==> config.mk <==
export PLATFORM = sky130hd
export DESIGN_NAME = precise_exc_ctrl
export DESIGN_NICKNAME = d
export VERILOG_FILES = /design/src/rtl/prx_pkg.sv /design/src/rtl/prx_queue.sv /design/src/rtl/prx_pick.sv /design/src/rtl/precise_exc_ctrl.sv
export SDC_FILE = /design/constraint.sdc
export NUM_CORES = 1
export LEC_CHECK = 0
export ABC_CLOCK_PERIOD_IN_PS = 18100
export BUFFER_PORTS_ARGS = -buffer_cell sky130_fd_sc_hd__buf_4
export CORE_MARGIN = 3
export CORE_UTILIZATION = 59
export CTS_CLUSTER_SIZE = 25
export DETAILED_ROUTE_END_ITERATION = 8
export PLACE_DENSITY = 0.87
export RECOVER_POWER = 100
export SYNTH_ARGS = -nofsm -noshare
export SYNTH_HDL_FRONTEND = slang
export SYNTH_HIERARCHICAL = 1
export SYNTH_SLANG_ARGS = --single-unit
==> constraint.sdc <==
create_clock -name clk -period 18.1 [get_ports clk]
set_input_delay 0.905 -clock clk [delete_from_list [all_inputs] [get_ports clk]]
set_output_delay 0.905 -clock clk [all_outputs]
set_load 0.01 [all_outputs]
==> src/rtl/prx_pkg.sv <==
package prx_pkg;

    localparam int NCAUSE = 4;

    localparam int C_DATA = 0;
    localparam int C_FP   = 1;
    localparam int C_TRAP = 2;
    localparam int C_SC   = 3;

    localparam logic [3:0] VEC_NONE   = 4'd0;
    localparam logic [3:0] VEC_RST    = 4'd1;
    localparam logic [3:0] VEC_MCHK   = 4'd2;
    localparam logic [3:0] VEC_CAUSE0 = 4'd3;
    localparam logic [3:0] VEC_ASYNC  = 4'd8;

    typedef enum logic [1:0] {
        ST_RUN,
        ST_DRAIN,
        ST_HANDLER
    } ctl_state_e;

endpackage

==> src/rtl/prx_queue.sv <==
module prx_queue
    import prx_pkg::*;
#(
    parameter int DEPTH = 6,
    parameter int AW    = 32,
    localparam int PW   = (DEPTH > 1) ? $clog2(DEPTH) : 1,
    localparam int CW   = $clog2(DEPTH + 1)
) (
    input  logic              clk,
    input  logic              rst_n,
    input  logic              push,
    input  logic [AW-1:0]     push_addr,
    input  logic              fin_valid,
    input  logic [PW-1:0]     fin_tag,
    input  logic [NCAUSE-1:0] fin_cause,
    input  logic              pop,
    input  logic              flush_all,
    input  logic              flush_young,
    input  logic [NCAUSE-1:0] clear_mask,
    output logic [PW-1:0]     tail,
    output logic [CW-1:0]     cnt,
    output logic              head_valid,
    output logic              head_done,
    output logic [NCAUSE-1:0] head_cause,
    output logic [AW-1:0]     head_addr
);

    logic [PW-1:0]     head;
    logic [DEPTH-1:0]  valid_q;
    logic [DEPTH-1:0]  done_q;
    logic [NCAUSE-1:0] cause_q [DEPTH];
    logic [AW-1:0]     addr_q  [DEPTH];

    function automatic logic [PW-1:0] wrap_inc(input logic [PW-1:0] p);
        return (p == PW'(DEPTH - 1)) ? '0 : p + PW'(1);
    endfunction

    assign head_valid = valid_q[head];
    assign head_done  = done_q[head];
    assign head_cause = cause_q[head];
    assign head_addr  = addr_q[head];

    always_ff @(posedge clk) begin
        if (!rst_n) begin
            head    <= '0;
            tail    <= '0;
            cnt     <= '0;
            valid_q <= '0;
            done_q  <= '0;
            for (int i = 0; i < DEPTH; i++) begin
                cause_q[i] <= '0;
                addr_q[i]  <= '0;
            end
        end else if (flush_all) begin
            valid_q <= '0;
            tail    <= head;
            cnt     <= '0;
        end else if (flush_young) begin
            for (int i = 0; i < DEPTH; i++) begin
                if (PW'(i) != head) valid_q[i] <= 1'b0;
            end
            cause_q[head] <= cause_q[head] & ~clear_mask;
            tail          <= wrap_inc(head);
            cnt           <= CW'(1);
        end else begin
            for (int i = 0; i < DEPTH; i++) begin
                if (fin_valid && fin_tag == PW'(i) && valid_q[i]) begin
                    done_q[i]  <= 1'b1;
                    cause_q[i] <= cause_q[i] | fin_cause;
                end
                if (pop && head == PW'(i)) valid_q[i] <= 1'b0;
                if (push && tail == PW'(i)) begin
                    valid_q[i] <= 1'b1;
                    done_q[i]  <= 1'b0;
                    cause_q[i] <= '0;
                    addr_q[i]  <= push_addr;
                end
            end
            if (pop)  head <= wrap_inc(head);
            if (push) tail <= wrap_inc(tail);
            cnt <= cnt + CW'(push) - CW'(pop);
        end
    end

endmodule

==> src/rtl/prx_pick.sv <==
module prx_pick
    import prx_pkg::*;
#(
    parameter int DEPTH = 6,
    parameter int AW    = 32,
    localparam int CW   = $clog2(DEPTH + 1)
) (
    input  logic              sysrst_req,
    input  logic              mchk_req,
    input  logic              busy,
    input  logic              pend,
    input  logic              fp_imprecise_en,
    input  logic              head_valid,
    input  logic              head_done,
    input  logic [NCAUSE-1:0] head_cause,
    input  logic [AW-1:0]     head_addr,
    input  logic [CW-1:0]     cnt,
    input  logic [AW-1:0]     resume_addr,
    input  logic [AW-1:0]     next_pc,
    output logic              take,
    output logic              hard_take,
    output logic              inst_take,
    output logic              async_take,
    output logic              last_cause,
    output logic [NCAUSE-1:0] clear_mask,
    output logic [3:0]        vec,
    output logic [AW-1:0]     ra
);

    logic [NCAUSE-1:0] eff_cause;
    logic [NCAUSE:0]   seen;
    logic [3:0]        cause_vec;
    logic              use_resume;

    // Imprecise floating-point mode selects the same path as precise mode.
    assign eff_cause = fp_imprecise_en ? head_cause : head_cause;

    assign seen[0] = 1'b0;
    for (genvar i = 0; i < NCAUSE; i++) begin : g_first
        assign clear_mask[i] = eff_cause[i] & ~seen[i];
        assign seen[i+1]     = seen[i] | eff_cause[i];
    end

    always_comb begin
        cause_vec  = VEC_CAUSE0;
        use_resume = 1'b0;
        for (int i = NCAUSE - 1; i >= 0; i--) begin
            if (clear_mask[i]) begin
                cause_vec  = VEC_CAUSE0 + 4'(i);
                use_resume = (i == C_TRAP) || (i == C_SC);
            end
        end
    end

    assign last_cause = ((eff_cause & (eff_cause - NCAUSE'(1))) == '0);
    assign hard_take  = sysrst_req | mchk_req;
    assign inst_take  = !hard_take && !busy && head_valid && head_done && (eff_cause != '0);
    assign async_take = !hard_take && !busy && !inst_take && pend && (cnt == '0);
    assign take       = hard_take | inst_take | async_take;

    always_comb begin
        vec = VEC_NONE;
        ra  = next_pc;
        if (sysrst_req) begin
            vec = VEC_RST;
            ra  = head_valid ? head_addr : next_pc;
        end else if (mchk_req) begin
            vec = VEC_MCHK;
            ra  = head_valid ? head_addr : next_pc;
        end else if (inst_take) begin
            vec = cause_vec;
            ra  = use_resume ? resume_addr : head_addr;
        end else if (async_take) begin
            vec = VEC_ASYNC;
            ra  = next_pc;
        end
    end

endmodule

==> src/rtl/precise_exc_ctrl.sv <==
module precise_exc_ctrl
    import prx_pkg::*;
#(
    parameter int DEPTH = 6,
    parameter int AW    = 32,
    parameter int SW    = 16,
    localparam int PW   = (DEPTH > 1) ? $clog2(DEPTH) : 1,
    localparam int CW   = $clog2(DEPTH + 1)
) (
    input  logic              clk,
    input  logic              rst_n,
    input  logic              disp_valid,
    input  logic [AW-1:0]     disp_addr,
    output logic              disp_ready,
    output logic [PW-1:0]     disp_tag,
    input  logic              fin_valid,
    input  logic [PW-1:0]     fin_tag,
    input  logic [NCAUSE-1:0] fin_cause,
    output logic              ret_valid,
    output logic [AW-1:0]     ret_addr,
    input  logic              async_req,
    input  logic              sysrst_req,
    input  logic              mchk_req,
    input  logic              handler_done,
    input  logic              fp_imprecise_en,
    input  logic [SW-1:0]     cur_status,
    input  logic [AW-1:0]     resume_addr,
    input  logic [AW-1:0]     next_pc,
    output logic              exc_take,
    output logic [3:0]        exc_vec,
    output logic [AW-1:0]     save_addr,
    output logic [SW-1:0]     save_status,
    output logic              exc_busy
);

    ctl_state_e        state, state_nx;
    logic              pend;
    logic [CW-1:0]     q_cnt;
    logic              head_valid, head_done;
    logic [NCAUSE-1:0] head_cause, clear_mask;
    logic [AW-1:0]     head_addr, pick_ra;
    logic [3:0]        pick_vec;
    logic              take, hard_take, inst_take, async_take, last_cause;
    logic              flush_all, flush_young, pop, push;

    prx_queue #(.DEPTH(DEPTH), .AW(AW)) u_queue (
        .clk        (clk),
        .rst_n      (rst_n),
        .push       (push),
        .push_addr  (disp_addr),
        .fin_valid  (fin_valid),
        .fin_tag    (fin_tag),
        .fin_cause  (fin_cause),
        .pop        (pop),
        .flush_all  (flush_all),
        .flush_young(flush_young),
        .clear_mask (clear_mask),
        .tail       (disp_tag),
        .cnt        (q_cnt),
        .head_valid (head_valid),
        .head_done  (head_done),
        .head_cause (head_cause),
        .head_addr  (head_addr)
    );

    prx_pick #(.DEPTH(DEPTH), .AW(AW)) u_pick (
        .sysrst_req     (sysrst_req),
        .mchk_req       (mchk_req),
        .busy           (state == ST_HANDLER),
        .pend           (pend),
        .fp_imprecise_en(fp_imprecise_en),
        .head_valid     (head_valid),
        .head_done      (head_done),
        .head_cause     (head_cause),
        .head_addr      (head_addr),
        .cnt            (q_cnt),
        .resume_addr    (resume_addr),
        .next_pc        (next_pc),
        .take           (take),
        .hard_take      (hard_take),
        .inst_take      (inst_take),
        .async_take     (async_take),
        .last_cause     (last_cause),
        .clear_mask     (clear_mask),
        .vec            (pick_vec),
        .ra             (pick_ra)
    );

    assign ret_valid   = head_valid && head_done && (head_cause == '0);
    assign ret_addr    = head_addr;
    assign flush_all   = hard_take || (inst_take && last_cause);
    assign flush_young = inst_take && !last_cause;
    assign pop         = ret_valid && !flush_all;
    assign disp_ready  = (q_cnt < CW'(DEPTH)) && (state != ST_DRAIN) && !take;
    assign push        = disp_valid && disp_ready;
    assign exc_busy    = (state == ST_HANDLER);

    // next-state selection
    always_comb begin
        state_nx = state;
        if (take) begin
            state_nx = ST_HANDLER;
        end else begin
            unique case (state)
                ST_RUN:     if (pend || async_req) state_nx = ST_DRAIN;
                ST_DRAIN:   state_nx = ST_DRAIN;
                ST_HANDLER: if (handler_done)
                                state_nx = (pend || async_req) ? ST_DRAIN : ST_RUN;
                default:    state_nx = ST_RUN;
            endcase
        end
    end

    // state register and pending asynchronous request
    always_ff @(posedge clk) begin
        if (!rst_n) begin
            state <= ST_RUN;
            pend  <= 1'b0;
        end else begin
            state <= state_nx;
            if (async_take)     pend <= 1'b0;
            else if (async_req) pend <= 1'b1;
        end
    end

    // output registers
    always_ff @(posedge clk) begin
        if (!rst_n) begin
            exc_take    <= 1'b0;
            exc_vec     <= VEC_NONE;
            save_addr   <= '0;
            save_status <= '0;
        end else begin
            exc_take <= take;
            if (take) begin
                exc_vec     <= pick_vec;
                save_addr   <= pick_ra;
                save_status <= cur_status;
            end
        end
    end

endmodule

### Word-level counts from Yosys, hierarchy flattened

Memories as Yosys holds them, arrays and structs flattened. A register that Yosys moved wholly into a read port is not among the register bits.
Cells that the tools add are included.

* register bits: 77
* latch bits: 0
* memory bits (writable): 216
* bits in read-only memories: 0
* input bits: 128
* output and inout bits: 91
* logic and storage cells: 348
* memories kept: 2

* $add $sub $neg: 5
* multipliers: 0
* divide/modulo/power cells: 0
* order comparisons: 2
* eq/ne operators: 33
* shift operators: 0
* mux-type cells: 153
* bitwise operators: 41
* reduce and logical (&&, ||, !) cells: 89

Memory list
* u_queue.addr_q: depth 6, bits a word 32, read ports 1, clocked after memory_dff 1, write ports 6, line prx_queue.sv:32 `logic [AW-1:0] addr_q [DEPTH];`
* u_queue.cause_q: depth 6, bits a word 4, read ports 7, clocked after memory_dff 1, write ports 6, line prx_queue.sv:31 `logic [NCAUSE-1:0] cause_q [DEPTH];`

Operators with widths (count)
* 32-bit two-way mux: 11
* 1-bit two-way mux: 104
* 4-bit two-way mux: 20
* 1-bit logical AND: 39
* 3-bit two-way mux: 11
* 4-bit bitwise OR: 6
* 3-bit nonzero test: 8
* 1-bit bitwise OR: 23
* 3-bit AND reduction: 7
* 3-bit by 2-bit equality test with 1-bit output, second input constant: 6
* 3-bit equality test, second input constant: 6
* 2-bit AND reduction: 8
* 2-bit by 1-bit != test with 1-bit output, second input constant: 7
* 3-bit logical NOT: 4
* 2-bit nonzero test: 6
* 3-bit by 1-bit equality test with 1-bit output, second input constant: 3
* 4-bit AND: 2
* 4-bit logical NOT: 2
* 3-bit by 1-bit adder with 3-bit output, second input constant: 2
* 1-bit binary-select mux with 3-bit select: 2
* 1-bit logical NOT: 6
* 2-bit two-way mux: 3
* 6-bit two-way mux: 1
* 2-bit by 3-bit != test with 1-bit output, first input constant: 2
* other kinds (21): 34

### Logic depth before layout (Yosys ltp)

Gate-level depths: netlist of the first run.

* word-level depth: 22
* depth in mapped cells: 20
* depth with buffers taken out: 17

### Cells and area by module

The synthesis of the first run kept the hierarchy.

By module, submodules not included
* prx_queue: instances 1, cells an instance 887, area an instance 11647.4 um^2
* precise_exc_ctrl: instances 1, cells an instance 192, area an instance 2102.0 um^2
* prx_pick: instances 1, cells an instance 151, area an instance 1126.1 um^2

### Least setup slack after synthesis of the first run

Ideal clock, no wire load.

* kind: reg2reg
* from: register (tool-made name)
* to: memory u_queue.cause_q[3][0], enable pin
* arrival time: 5.644 ns
* data required time: 17.792 ns
* path slack: 12.148 ns
* cell stages (with the launch flop): 18
* clock period less this slack: 5.952 ns
* path through: dfxtp_1 buf_4 buf_2 mux2i_1 nand2_1 nand3_1 inv_1 nor2_4 a211o_2 buf_6 nand3_1 buf_6 buf_12 a2111oi_2 buf_2 nand2b_1 o21ai_0 or3b_2

RTL lines (line)
* end: declaration: prx_queue.sv:31

==> results of run 1 <==
cell families after synthesis:
kind of cell	count (synthesis)	synth area share
AO/OA/AOI/OAI	207	0.104
XOR/XNOR	4	0.00236
adder cells (fa/ha/maj)	5	0.00471
buffers and inverters	110	0.0383
flip-flops	304	0.560
multiplexers	141	0.124
AND/OR/NAND/NOR	459	0.166
power breakdown:
part,leakage [nW],switching (mW),internal [mW]
registers,2.94,0.0111,0.773
logic,2.97,0.0677,0.0491
clock network,0.473,0.255,0.344
total,6.39,0.334,1.17
layout make-up:
cell class	count	share of cell area
well taps	324	0.0237
clock buffers	38	0.0474
clock inverters	18	0.00796
flip-flops and latches	304	0.486
diodes	2	0.000292
multi-input cells	816	0.348
inverters	24	0.00526
repair buffers	235	0.0813
cell usage after synthesis, types with 16 or more instances:
cell and instances:
and2_1 198, dfxtp_1 80, inv_1 21, clkbuf_1 45, nand3_1 16, mux4_2 35, edfxtp_1 224, o31ai_1 34
a21oi_1 44, a2bb2oi_2 18, mux2i_1 106, nor2_1 147, o21ai_0 35, nand2_1 26, buf_2 16
worst max-delay path, stage by stage (launching register included):
cell       delay (ps)
dfxtp_1           300
clkbuf_1         2440
nor2b_1           410
nand2_1            80
nand3_1           320
inv_1             200
nor2_1           2570
a211o_1          1250
nand3_1           280
a2111oi_0         370
clkbuf_1          490
nor4bb_1          550
a21oi_1           230
inv_1             120
clkbuf_1         1770
state kept, by name, summed over array words and instances, names as in the netlist, 2 cells and up, named ones only:
register,cells
u_queue/addr_q,192
save_addr,32
u_queue/cause_q,32
save_status,16
u_queue/done_q,6
u_queue/valid_q,6
exc_vec,4
u_queue/cnt,3
u_queue/head,3
u_queue/tail,3
state,2
how the worst max path moves through the flow:
| stage | to | depth (start not counted) |
|---|---|---|
| after floorplan | u_queue/cause_q[3][0]$_DFFE_PP_ | 17 |
| after global placement | u_queue/cause_q[4][0]$_DFFE_PP_ | 14 |
| after detailed placement | u_queue/cause_q[4][0]$_DFFE_PP_ | 14 |
| after CTS | u_queue/cause_q[4][1]$_DFFE_PP_ | 14 |
| after global routing | u_queue/addr_q[0][11]$_SDFFCE_PN0P_ | 14 |
| final | u_queue/addr_q[2][24]$_SDFFCE_PN0P_ | 14 |
routing by layer:
metal,part of all wire,global-route usage
met4,0.042,0.139
met2,0.48,0.477
met3,0.10,0.0557
met5,0,0
met1,0.37,0.349
metrics by stage:
stage,utilization,power [mW],cell area [sq um]
2_1_floorplan,-,0.858,14900
3_3_place_gp,0.678,0.917,16600
3_5_place_dp,0.678,0.922,16600
4_1_cts,0.717,1.51,17600
5_1_grt,0.699,1.55,17100
6_report,0.699,1.50,17100
==> qor.tcl, run 1 <==
set qor(worst_hold_path.num_cells) 2
set qor(outcome) {finished, violations left}
set qor(leakage_nw) 6.39
set qor(path_class) {reg -> reg}
set qor(violations) {capacitance limit, slew limit}
set qor(dpl.hpwl_um) 24700
set qor(post_cts_resize_count) 0
set qor(crit_arrival_ps) 11990
set qor(cts.hold.buffers_added) 0
set qor(max_freq_mhz) 84.2
set qor(finalSetupTns_ps) 0
set qor(startpoint_type) {flip-flop}
set qor(hold_path_startpoint) {u_queue/done_q[5]$_SDFFE_PN0P_}
set qor(synth.yosys.warnings) 6
set qor(synth_top_area_share) 0.452
set qor(clkSlewWorstSetupHoldPaths_ps) 60
set qor(grt_pass1_wl_um) 59100
set qor(worst_slack_ps) 6230
set qor(clock_skew_ps) 18.2
set qor(port-buffer-count) 217
set qor(start_util) 0.606
set qor(synth_ff_type) {edfxtp_1}
set qor(final_layout_size_suffix_gt1_frac) 0.176
set qor(seqCellArea_sq_um) 8330
set qor(core_region_area_sq_um) 24500
set qor(via_count) 10917
set qor(cts_max_level) 1
set qor(grt_usage) 0.283
set qor(ioPinCount) 219
set qor(overflow) 0
set qor(ir_drop_uv) 64.7
set qor(portion_of_the_post_synthesis_area_used_by_sequential_elements) 0.560
set qor(nets) 1544
set qor(critPathRequiredTime_ps) 18210
set qor(yosysUniqueCellTypes) 74
set qor(numCtsBuffers) 30
set qor(grt_start_max_net_pins) 72
set qor(timing.critical_path.fanout_max) 71
set qor(layout.cells.most_common_list) {224 x edfxtp_1, 147 x nor2_1, 136 x buf_4}
set qor(wire_per_inst_um) 22.5
set qor(post-place-ws_ps) 10970
set qor(dp.cells) 1703
set qor(antenna_found_initial) 2
set qor(totalWireLength_um) 39600
set qor(r2r_slack_ps) 6230
set qor(rsz0062_at_grt) {no}
set qor(yosysTopAreaCell) {edfxtp_1}
set qor(maxSlewHeadroom) -1.68
set qor(drt_first_pass_iters) 6
set qor(clkSinkCount) 304
set qor(area_growth_pct) 15.2
set qor(holdWs_ps) 451
set qor(first_global_vias) 10991
set qor(syn_avg_cell_area_sq_um) 12.1
set qor(setup_viol) 0
set qor(drt_drc_violations_left) 0
set qor(synth_cells) 1230
set qor(hold_class) {reg -> reg}
set qor(ys_async_sr_fraction) 0
set qor(synth_fp_nets) 1363
set qor(synth.top_cells.by_area) {edfxtp_1 45%, dfxtp_1 11%, and2_1 8.3%, mux2i_1 7.1%, mux4_2 5.3%}
set qor(clock-root-buffer) {clkbuf_16}
set qor(critical_path.reg2reg.endpoint) {u_queue/addr_q[2][24]$_SDFFCE_PN0P_}
set qor(detail_route.iter0.violations) 1151
set qor(post-cts-setup-buffers) 0
set qor(timing.final.max_slew_violations) 481
set qor(vias_per_cell) 6.20
set qor(endpoint_kind) {flip-flop}
set qor(final.min_clock_period_ps) 11870
set qor(cts_tree) {built}
set qor(ff_latch_count_synth) 304
set qor(final.period_utilization) 0.656
set qor(syn_area_sq_um) 14900
set qor(ant_nets_after_route) 0
set qor(most_frequent_standard_cell_in_the_layout_excluding_fill_and_tap_cells) {edfxtp_1}
set qor(fill_cells) 1755
set qor(gp_routability_congestion) 0.921
set qor(cts-root-to-sink-buffers) 3
set qor(multi_input_area_sq_um) 5960
set qor(worst_skew_late_latency_ps) 560
set qor(number_of_enable_type_register_cells_in_the_synthesized_netlist) 224
set qor(floorplan.rows) 57
set qor(floorplan.die_area_sq_um) 27200
set qor(tightestPinTransition_ps) 4030
set qor(layoutNonFillerInstCount) 1761
set qor(power.density_cell_area_nw_per_um2) 87.5
set qor(max-cap-violations) 13
set qor(worstRegToRegCells) 14
set qor(hold_viol_final) 0
set qor(die_h_um) 165
set qor(min_delay_worst_endpoint) {u_queue/done_q[5]$_SDFFE_PN0P_}
set qor(die_width_um) 165
Power figures use the tool's default switching activity.
==> run 2: changes to the inputs <==
--- a/config.mk
+++ b/config.mk
@@ -5,13 +5,14 @@
 export SDC_FILE = /design/constraint.sdc
 export NUM_CORES = 1
 export LEC_CHECK = 0
-export ABC_CLOCK_PERIOD_IN_PS = 18100
+export ABC_AREA = 1
+export ABC_CLOCK_PERIOD_IN_PS = 10080
 export BUFFER_PORTS_ARGS = -buffer_cell sky130_fd_sc_hd__buf_4
 export CORE_MARGIN = 3
-export CORE_UTILIZATION = 59
+export CORE_UTILIZATION = 53
 export CTS_CLUSTER_SIZE = 25
 export DETAILED_ROUTE_END_ITERATION = 8
-export PLACE_DENSITY = 0.87
+export PLACE_DENSITY = 0.82
 export RECOVER_POWER = 100
 export SYNTH_ARGS = -nofsm -noshare
 export SYNTH_HDL_FRONTEND = slang
==> constraint.sdc (replaced) <==
create_clock -name clk -period 10.08 [get_ports clk]
set_input_delay 0.504 -clock clk [delete_from_list [all_inputs] [get_ports clk]]
set_output_delay 0.504 -clock clk [all_outputs]
set_load 0.01 [all_outputs]
==> run 2 against run 1 <==
  * The flow still finishes with violations (capacitance limit, slew limit)
  * Synthesized cell count rose by 55%
  * Highest routed layer is now met5
  * Sequential power is 79% higher
  * Critical path depth up 5
  * Largest power group unchanged
  * First-iteration DRC count rose by 50%
  * Non-clock buffer count is the same
  * Largest cell class unchanged
  * Setup slack got worse by 4200 ps
  * Fmax grew 48%
  * Cell count up 41%
  * Register-to-register slack worse by 4200 ps
  * Global-route usage is 0.37 points lower
==> qor.tcl, run 2 <==
set qor(numCtsBuffers) 30 ;# unchanged
set qor(floorplan.rows) 62 ;# +8.8%
set qor(cts.hold.buffers_added) 0 ;# unchanged
set qor(gp_routability_congestion) 0.945 ;# +2.6%
set qor(power.net_switching_mw) 0.654 ;# +96%
set qor(clock_skew_ps) 15.4 ;# -2.82 ps
set qor(overflow) 0 ;# unchanged
set qor(synth.yosys.warnings) 6 ;# unchanged
set qor(post-cts-setup-buffers) 0 ;# unchanged
set qor(finalSetupTns_ps) 0 ;# unchanged
set qor(power_frac_seq) 0.503 ;# -0.020
set qor(ff_latch_count_synth) 304 ;# unchanged
set qor(yosysTopAreaCell) {edfxtp_1}
set qor(power.density_cell_area_nw_per_um2) 155 ;# +77%
set qor(die_h_um) 179 ;# +8.7%
set qor(path_class) {reg -> reg}
set qor(first_global_vias) 13426 ;# +22%
set qor(final_layout_size_suffix_gt1_frac) 0.126 ;# -0.0495
set qor(wire_per_inst_um) 18.6 ;# -17%
set qor(share_comb_of_total_power) 0.082 ;# +0.004
set qor(hold_path_startpoint) {cur_status[12]}
set qor(final.min_clock_period_ps) 8000 ;# -3870 ps
set qor(die_width_um) 179 ;# +8.7%
set qor(ant_nets_after_route) 0 ;# unchanged
set qor(synth_top_area_share) 0.423 ;# -0.0290
set qor(synth_ff_type) {edfxtp_1}
set qor(dp.cells) 2422 ;# +42%
set qor(rsz0062_at_grt) {no}
set qor(endpoint_kind) {flip-flop}
set qor(fill_cells) 2463 ;# +40%
set qor(clkSlewWorstSetupHoldPaths_ps) 70 ;# about the same
set qor(internal-power_mw) 2.14 ;# +83%
set qor(largest_register_ffs) 192 ;# unchanged
set qor(reg.largest.list) {u_queue/addr_q (192), save_addr (32), u_queue/cause_q (32)}
set qor(regMostFlops) {u_queue/addr_q}
set qor(outcome) {finished, violations left}
set qor(via_count) 13948 ;# +28%
set qor(dpl.hpwl_um) 28800 ;# +17%
set qor(area_growth_pct) 13.2
set qor(cts_tree) {built}
set qor(startpoint_type) {flip-flop}
set qor(ys_async_sr_fraction) 0 ;# unchanged
set qor(clkSinkCount) 304 ;# unchanged
set qor(ioPinCount) 219 ;# unchanged
set qor(synth_fp_nets) 2039 ;# +50%
set qor(cts-root-to-sink-buffers) 3 ;# unchanged
set qor(vias_per_cell) 5.63 ;# -9.2%
set qor(tightestPinTransition_ps) 4260 ;# +231 ps
set qor(number_of_enable_type_register_cells_in_the_synthesized_netlist) 224 ;# unchanged
set qor(hold_class) {in -> reg}
set qor(start_util) 0.546 ;# -0.0600
set qor(maxSlewHeadroom) -1.84 ;# -0.154
set qor(setup_viol) 0 ;# unchanged
set qor(most_frequent_standard_cell_in_the_layout_excluding_fill_and_tap_cells) {nand2_1}
set qor(max-cap-violations) 4 ;# -9
set qor(post_cts_resize_count) 0 ;# unchanged
set qor(totalWireLength_um) 46200 ;# +17%
set qor(timing.final.max_slew_violations) 225 ;# -53%
set qor(pwr-share-clk) 0.415 ;# +0.016
set qor(critical-path-top-delay-family) {simple AND/OR/NAND/NOR gates}
set qor(detail_route.iter0.violations) 1727 ;# +50%
set qor(nets) 2203 ;# +43%
set qor(ir_drop_uv) 126 ;# +95%
set qor(worst_skew_late_latency_ps) 570 ;# about the same
set qor(post-synth-top-count-cell) {nand2_1}
set qor(holdWs_ps) 143 ;# -308 ps
set qor(crit_arrival_ps) 8220 ;# -3770 ps
set qor(cpMostUsedCell) {nand2_1}
set qor(floorplan.die_area_sq_um) 32100 ;# +18%
set qor(crit_path_cell_trace) {buf_4 > nand2_1 > o21ai_0 > nand2_1 > nand3_1 > nand2_1 > inv_1 > nor2_1 > nand2_1 > nand2_4 > nor2_1 > a21o_1 > inv_4 > nand2_1 > nor2_4 > inv_2 > nor2_1 > inv_2 > nand4_1}
set qor(netSwitchingFraction) 0.234 ;# +0.0118
set qor(grt_usage) 0.279 ;# -0.00372
set qor(portion_of_the_post_synthesis_area_used_by_sequential_elements) 0.524 ;# -0.0359
set qor(syn_area_sq_um) 15900 ;# +6.8%
set qor(final.period_utilization) 0.794 ;# +0.138
set qor(synth_cells) 1906 ;# +55%
set qor(layout.cells.most_common_list) {488 x nand2_1, 344 x nor2_1, 224 x edfxtp_1}
set qor(layoutNonFillerInstCount) 2479 ;# +41%
set qor(syn_avg_cell_area_sq_um) 8.34 ;# -31%
set qor(crit_buf_inv) 5 ;# unchanged
set qor(violations) {capacitance limit, slew limit}
set qor(drt_drc_violations_left) 0 ;# unchanged
set qor(critPathRequiredTime_ps) 10300 ;# -7910 ps
set qor(max_freq_mhz) 125 ;# +48%
set qor(clock-root-buffer) {clkbuf_16}
set qor(synth.top_cells.by_count) {488 x nand2_1, 326 x nor2_1, 224 x edfxtp_1}
set qor(port-buffer-count) 217 ;# unchanged
set qor(critPathMaxStageDelay_ps) 2230 ;# -340 ps
set qor(drt_first_pass_iters) 6 ;# unchanged
set qor(critical-path-slowest-cell) {nor2_1}
set qor(yosysUniqueCellTypes) 45 ;# -39%
set qor(core_region_area_sq_um) 29100 ;# +19%
set qor(antenna_found_initial) 2 ;# unchanged
set qor(grt_start_max_net_pins) 97 ;# +35%
set qor(leakage_nw) 7.91 ;# +24%
set qor(grt_pass1_wl_um) 70400 ;# +19%
set qor(timing.critical_path.fanout_max) 81 ;# +14%
set qor(hold_viol_final) 0 ;# unchanged
set qor(synth.top_cells.by_area) {edfxtp_1 42%, nand2_1 12%, dfxtp_1 10%, nor2_1 7.7%, inv_1 4.6%}
set qor(cts_max_level) 1 ;# unchanged
-- run 2: layout make-up --
cell class	instances	area, sq um	area share
Clock buffer	35	801	0.0445
Sequential cell	304	8330	0.463
Multi-Input combinational cell	1270	5850	0.325
Tap cell	384	480	0.0267
Antenna cell	1	2.50	0.000139
Timing Repair Buffer	235	1430	0.0797
Clock inverter	21	224	0.0124
Inverter	229	870	0.0483
-- run 2: kinds of logic after synthesis --
group           synth area share
xor+xnor                0.000551
compound gates             0.102
flops                      0.524
buf+inv                    0.101
fa+ha+maj                0.00441
simple gates               0.268
-- run 2: power groups by stage --
stage | registers [mW] | clock network (mW) | logic (mW)
CTS | 1.40 | 1.17 | 0.245
global route | 1.41 | 1.22 | 0.251
floorplan | 1.43 | 0 | 0.125
finish | 1.40 | 1.16 | 0.230
global placement | 1.43 | 0 | 0.239
detailed placement | 1.43 | 0 | 0.244
-- run 2: worst min-delay path, cell delays in order --
cell,delay [ps]
buf_4,70
nand2_1,40
nand2_1,50
-- run 2: worst paths after layout --
check	depth (start not counted)	end	slack, ps
setup reg to reg	19	u_queue/cause_q[3][0]$_DFFE_PP_	2080
hold / removal	3	save_status[12]$_SDFFE_PN0P_	140
hold reg to reg	2	exc_vec[2]$_SDFFE_PN0P_	450
setup / recovery	19	u_queue/cause_q[3][0]$_DFFE_PP_	2080
-- run 2: routing by layer --
layer  track usage  vias to the layer above  routed length, um
met2         0.464                      828              21500
met5             0                        -                 20
met3        0.0599                      118               5480
li1              -                     6543                  -
met4         0.120                        2               1740
met1         0.352                     6457              17500
-- run 2: through the flow --
stage | instance area, sq um | util | worst slack, ps | total power, mW
floorplan | 15900 | - | 4270 | 1.56
global route | 18000 | 0.619 | 1650 | 2.88
global placement | 17400 | 0.599 | 3910 | 1.67
detailed placement | 17400 | 0.599 | 3820 | 1.67
finish | 18000 | 0.619 | 2080 | 2.79
CTS | 18500 | 0.634 | 3800 | 2.82
==> run 3: changes to the inputs <==
--- a/config.mk
+++ b/config.mk
@@ -6,7 +6,7 @@
 export NUM_CORES = 1
 export LEC_CHECK = 0
 export ABC_AREA = 1
-export ABC_CLOCK_PERIOD_IN_PS = 10080
+export ABC_CLOCK_PERIOD_IN_PS = 7020
 export BUFFER_PORTS_ARGS = -buffer_cell sky130_fd_sc_hd__buf_4
 export CORE_MARGIN = 3
 export CORE_UTILIZATION = 53
==> constraint.sdc (replaced) <==
create_clock -name clk -period 7.02 [get_ports clk]
set_input_delay 0.351 -clock clk [delete_from_list [all_inputs] [get_ports clk]]
set_output_delay 0.351 -clock clk [all_outputs]
set_load 0.01 [all_outputs]
==> run 3 against run 2 <==
  * The run still ends with capacitance limit, slew limit left
  * Clock power up 45%
  * Clock skew increased by 11 ps
  * Global-route usage is 0.33 points higher
  * Largest power group unchanged
==> qor.tcl, run 3 (synthesis gave the netlist of run 2 again) <==
set qor(dpl.hpwl_um) 29600 ;# +2.9%
set qor(crit_buf_inv) 5 ;# unchanged
set qor(die_h_um) 179 ;# unchanged
set qor(clock_skew_ps) 26.7 ;# +11.3 ps
set qor(hold_viol_final) 0 ;# unchanged
set qor(numCtsBuffers) 31 ;# +3.3%
set qor(crit_path_cell_trace) {inv_1 > nand2_1 > nand3_1 > nand3_1 > nand2_1 > inv_1 > nor2_4 > clkbuf_1 > a21oi_1 > a21oi_1 > a21o_1 > inv_4 > nand2_4 > nor2_1 > nand2_1 > clkbuf_2 > nor2_1}
set qor(leakage_nw) 8.03 ;# +1.4%
set qor(finalSetupTns_ps) 0 ;# unchanged
set qor(setup_viol) 0 ;# unchanged
set qor(fill_cells) 2464 ;# +0.041%
set qor(seqCellArea_sq_um) 8330 ;# about the same
set qor(power_frac_seq) 0.500 ;# -0.003
set qor(regMostFlops) {u_queue/addr_q}
set qor(placement.cell_area_sq_um) 17500 ;# +0.10%
set qor(path_class) {reg -> reg}
set qor(critPathRequiredTime_ps) 7310 ;# -2990 ps
set qor(clkSinkCount) 304 ;# unchanged
set qor(rsz0062_at_grt) {no}
set qor(port-buffer-count) 217 ;# unchanged
set qor(clkSlewWorstSetupHoldPaths_ps) 60 ;# about the same
set qor(overflow) 0 ;# unchanged
set qor(grt_start_max_net_pins) 97 ;# unchanged
set qor(post-route-cell-area_sq_um) 18200 ;# +0.91%
set qor(netSwitchingFraction) 0.234 ;# -0.000337
set qor(endpoint_kind) {flip-flop}
set qor(core_region_area_sq_um) 29100 ;# unchanged
set qor(internal-power_mw) 3.09 ;# +45%
set qor(gp_routability_congestion) 0.973 ;# +2.9%
set qor(pwr-share-clk) 0.416 ;# about the same
set qor(outcome) {finished, violations left}
set qor(cts-root-to-sink-buffers) 3 ;# unchanged
set qor(start_util) 0.546 ;# unchanged
set qor(wire_per_inst_um) 18.8 ;# +1.2%
set qor(clock-root-buffer) {clkbuf_16}
set qor(most_frequent_standard_cell_in_the_layout_excluding_fill_and_tap_cells) {nand2_1}
set qor(ioPinCount) 219 ;# unchanged
set qor(violations) {capacitance limit, slew limit}
set qor(final.period_utilization) 0.878 ;# +0.0841
set qor(ant_nets_after_route) 0 ;# unchanged
set qor(detail_route.iter0.violations) 1637 ;# -5.2%
set qor(drt_first_pass_iters) 5 ;# -1
set qor(worst_skew_late_latency_ps) 580 ;# about the same
set qor(crit_arrival_ps) 6460 ;# -1760 ps
set qor(tightestPinTransition_ps) 2020 ;# -2240 ps
set qor(critical-path-slowest-cell) {clkbuf_1}
set qor(final_core_utilization) 0.624 ;# +0.00563
set qor(grt_pass1_wl_um) 71000 ;# +0.80%
set qor(reg.largest.list) {u_queue/addr_q (192), save_addr (32), u_queue/cause_q (32)}
set qor(antenna_found_initial) 1 ;# -1
set qor(floorplan.rows) 62 ;# unchanged
set qor(max-cap-violations) 3 ;# -1
set qor(first_global_vias) 13679 ;# +1.9%
set qor(cpMostUsedCell) {nand2_1}
set qor(nets) 2220 ;# +0.77%
set qor(max_freq_mhz) 162 ;# +30%
set qor(area_growth_pct) 14.2
set qor(grt_usage) 0.282 ;# +0.00329
set qor(via_count) 14141 ;# +1.4%
set qor(hold_class) {in -> reg}
set qor(ir_drop_uv) 214 ;# +70%
set qor(power.density_cell_area_nw_per_um2) 222 ;# +43%
set qor(floorplan.die_area_sq_um) 32100 ;# unchanged
set qor(post_cts_resize_count) 0 ;# unchanged
set qor(timing.critical_path.fanout_max) 55 ;# -32%
set qor(startpoint_type) {flip-flop}
set qor(totalWireLength_um) 47100 ;# +1.9%
set qor(critPathMaxStageDelay_ps) 1420 ;# -810 ps
set qor(timing.final.max_slew_violations) 188 ;# -16%
set qor(final.min_clock_period_ps) 6170 ;# -1840 ps
set qor(multi_input_area_sq_um) 5870 ;# +0.32%
set qor(cts_tree) {built}
set qor(layout.cells.most_common_list) {489 x nand2_1, 347 x nor2_1, 224 x edfxtp_1}
set qor(power.net_switching_mw) 0.943 ;# +44%
set qor(die_width_um) 179 ;# unchanged
set qor(cts_max_level) 1 ;# unchanged
set qor(share_comb_of_total_power) 0.084 ;# +0.002
set qor(holdWs_ps) 54.9 ;# -88.5 ps
set qor(critical-path-top-delay-family) {buffers and inverters}
set qor(hold_path_startpoint) {sysrst_req}
set qor(largest_register_ffs) 192 ;# unchanged
set qor(r2r_slack_ps) 850 ;# -1220 ps
set qor(vias_per_cell) 5.66 ;# +0.65%
set qor(final_layout_size_suffix_gt1_frac) 0.125 ;# -0.00155
set qor(drt_drc_violations_left) 0 ;# unchanged
set qor(maxSlewHeadroom) -0.346 ;# +1.49
## run 3: routing by layer
layer	vias to the layer above	GRT usage	part of all wire
li1	6579	-	-
met1	6500	0.355	0.37
met2	901	0.454	0.45
met3	161	0.0657	0.12
met4	0	0.150	0.046
met5	-	0	0
## run 3: tightest hold or removal path, delay by kind of cell
kind	cells	cell delay [ps]
AOI/OAI and AO/OA	1	30
and+or+nand+nor	2	100
buffers and inverters	1	80
## run 3: area by class of cell
class | count | share of cell area
Multi-Input combinational cell | 1270 | 0.323
Sequential cell | 304 | 0.459
Clock inverter | 17 | 0.00937
Inverter | 229 | 0.0479
Antenna cell | 1 | 0.000138
Tap cell | 384 | 0.0265
Clock buffer | 41 | 0.0478
Timing Repair Buffer | 251 | 0.0862
## run 3: path summary, 6_finish.rpt
| kind | cells past startpoint | to |
|---|---|---|
| min | 4 | exc_vec[1]$_SDFFE_PN0P_ |
| min reg2reg | 2 | save_addr[31]$_SDFFE_PN0P_ |
| max reg2reg | 17 | u_queue/addr_q[4][16]$_SDFFCE_PN0P_ |
| max | 17 | u_queue/addr_q[4][16]$_SDFFCE_PN0P_ |
## run 3: power groups by stage
stage / sequential [mW] / clock, mW / combinational, mW
after detailed placement: 2.05 / 0 / 0.350
after floorplan: 2.06 / 0 / 0.180
after global placement: 2.05 / 0 / 0.344
after CTS: 2.01 / 1.69 / 0.358
after global routing: 2.02 / 1.76 / 0.367
final: 2.02 / 1.68 / 0.338
## run 3: what timing repair did
action                    in CTS  in global routing
hold buffers                  13                  0
setup buffers                  0                  0
hold endpoints to repair      13                  0
## run 3: stage by stage
stage / std cells / setup WS [ps] / power, mW
floorplan: 1906 / 1210 / 2.24
global placement: 2425 / 1860 / 2.39
detailed placement: 2425 / 1780 / 2.40
CTS: 2496 / 1730 / 4.07
global route: 2497 / 567 / 4.15
finish: 2497 / 855 / 4.03
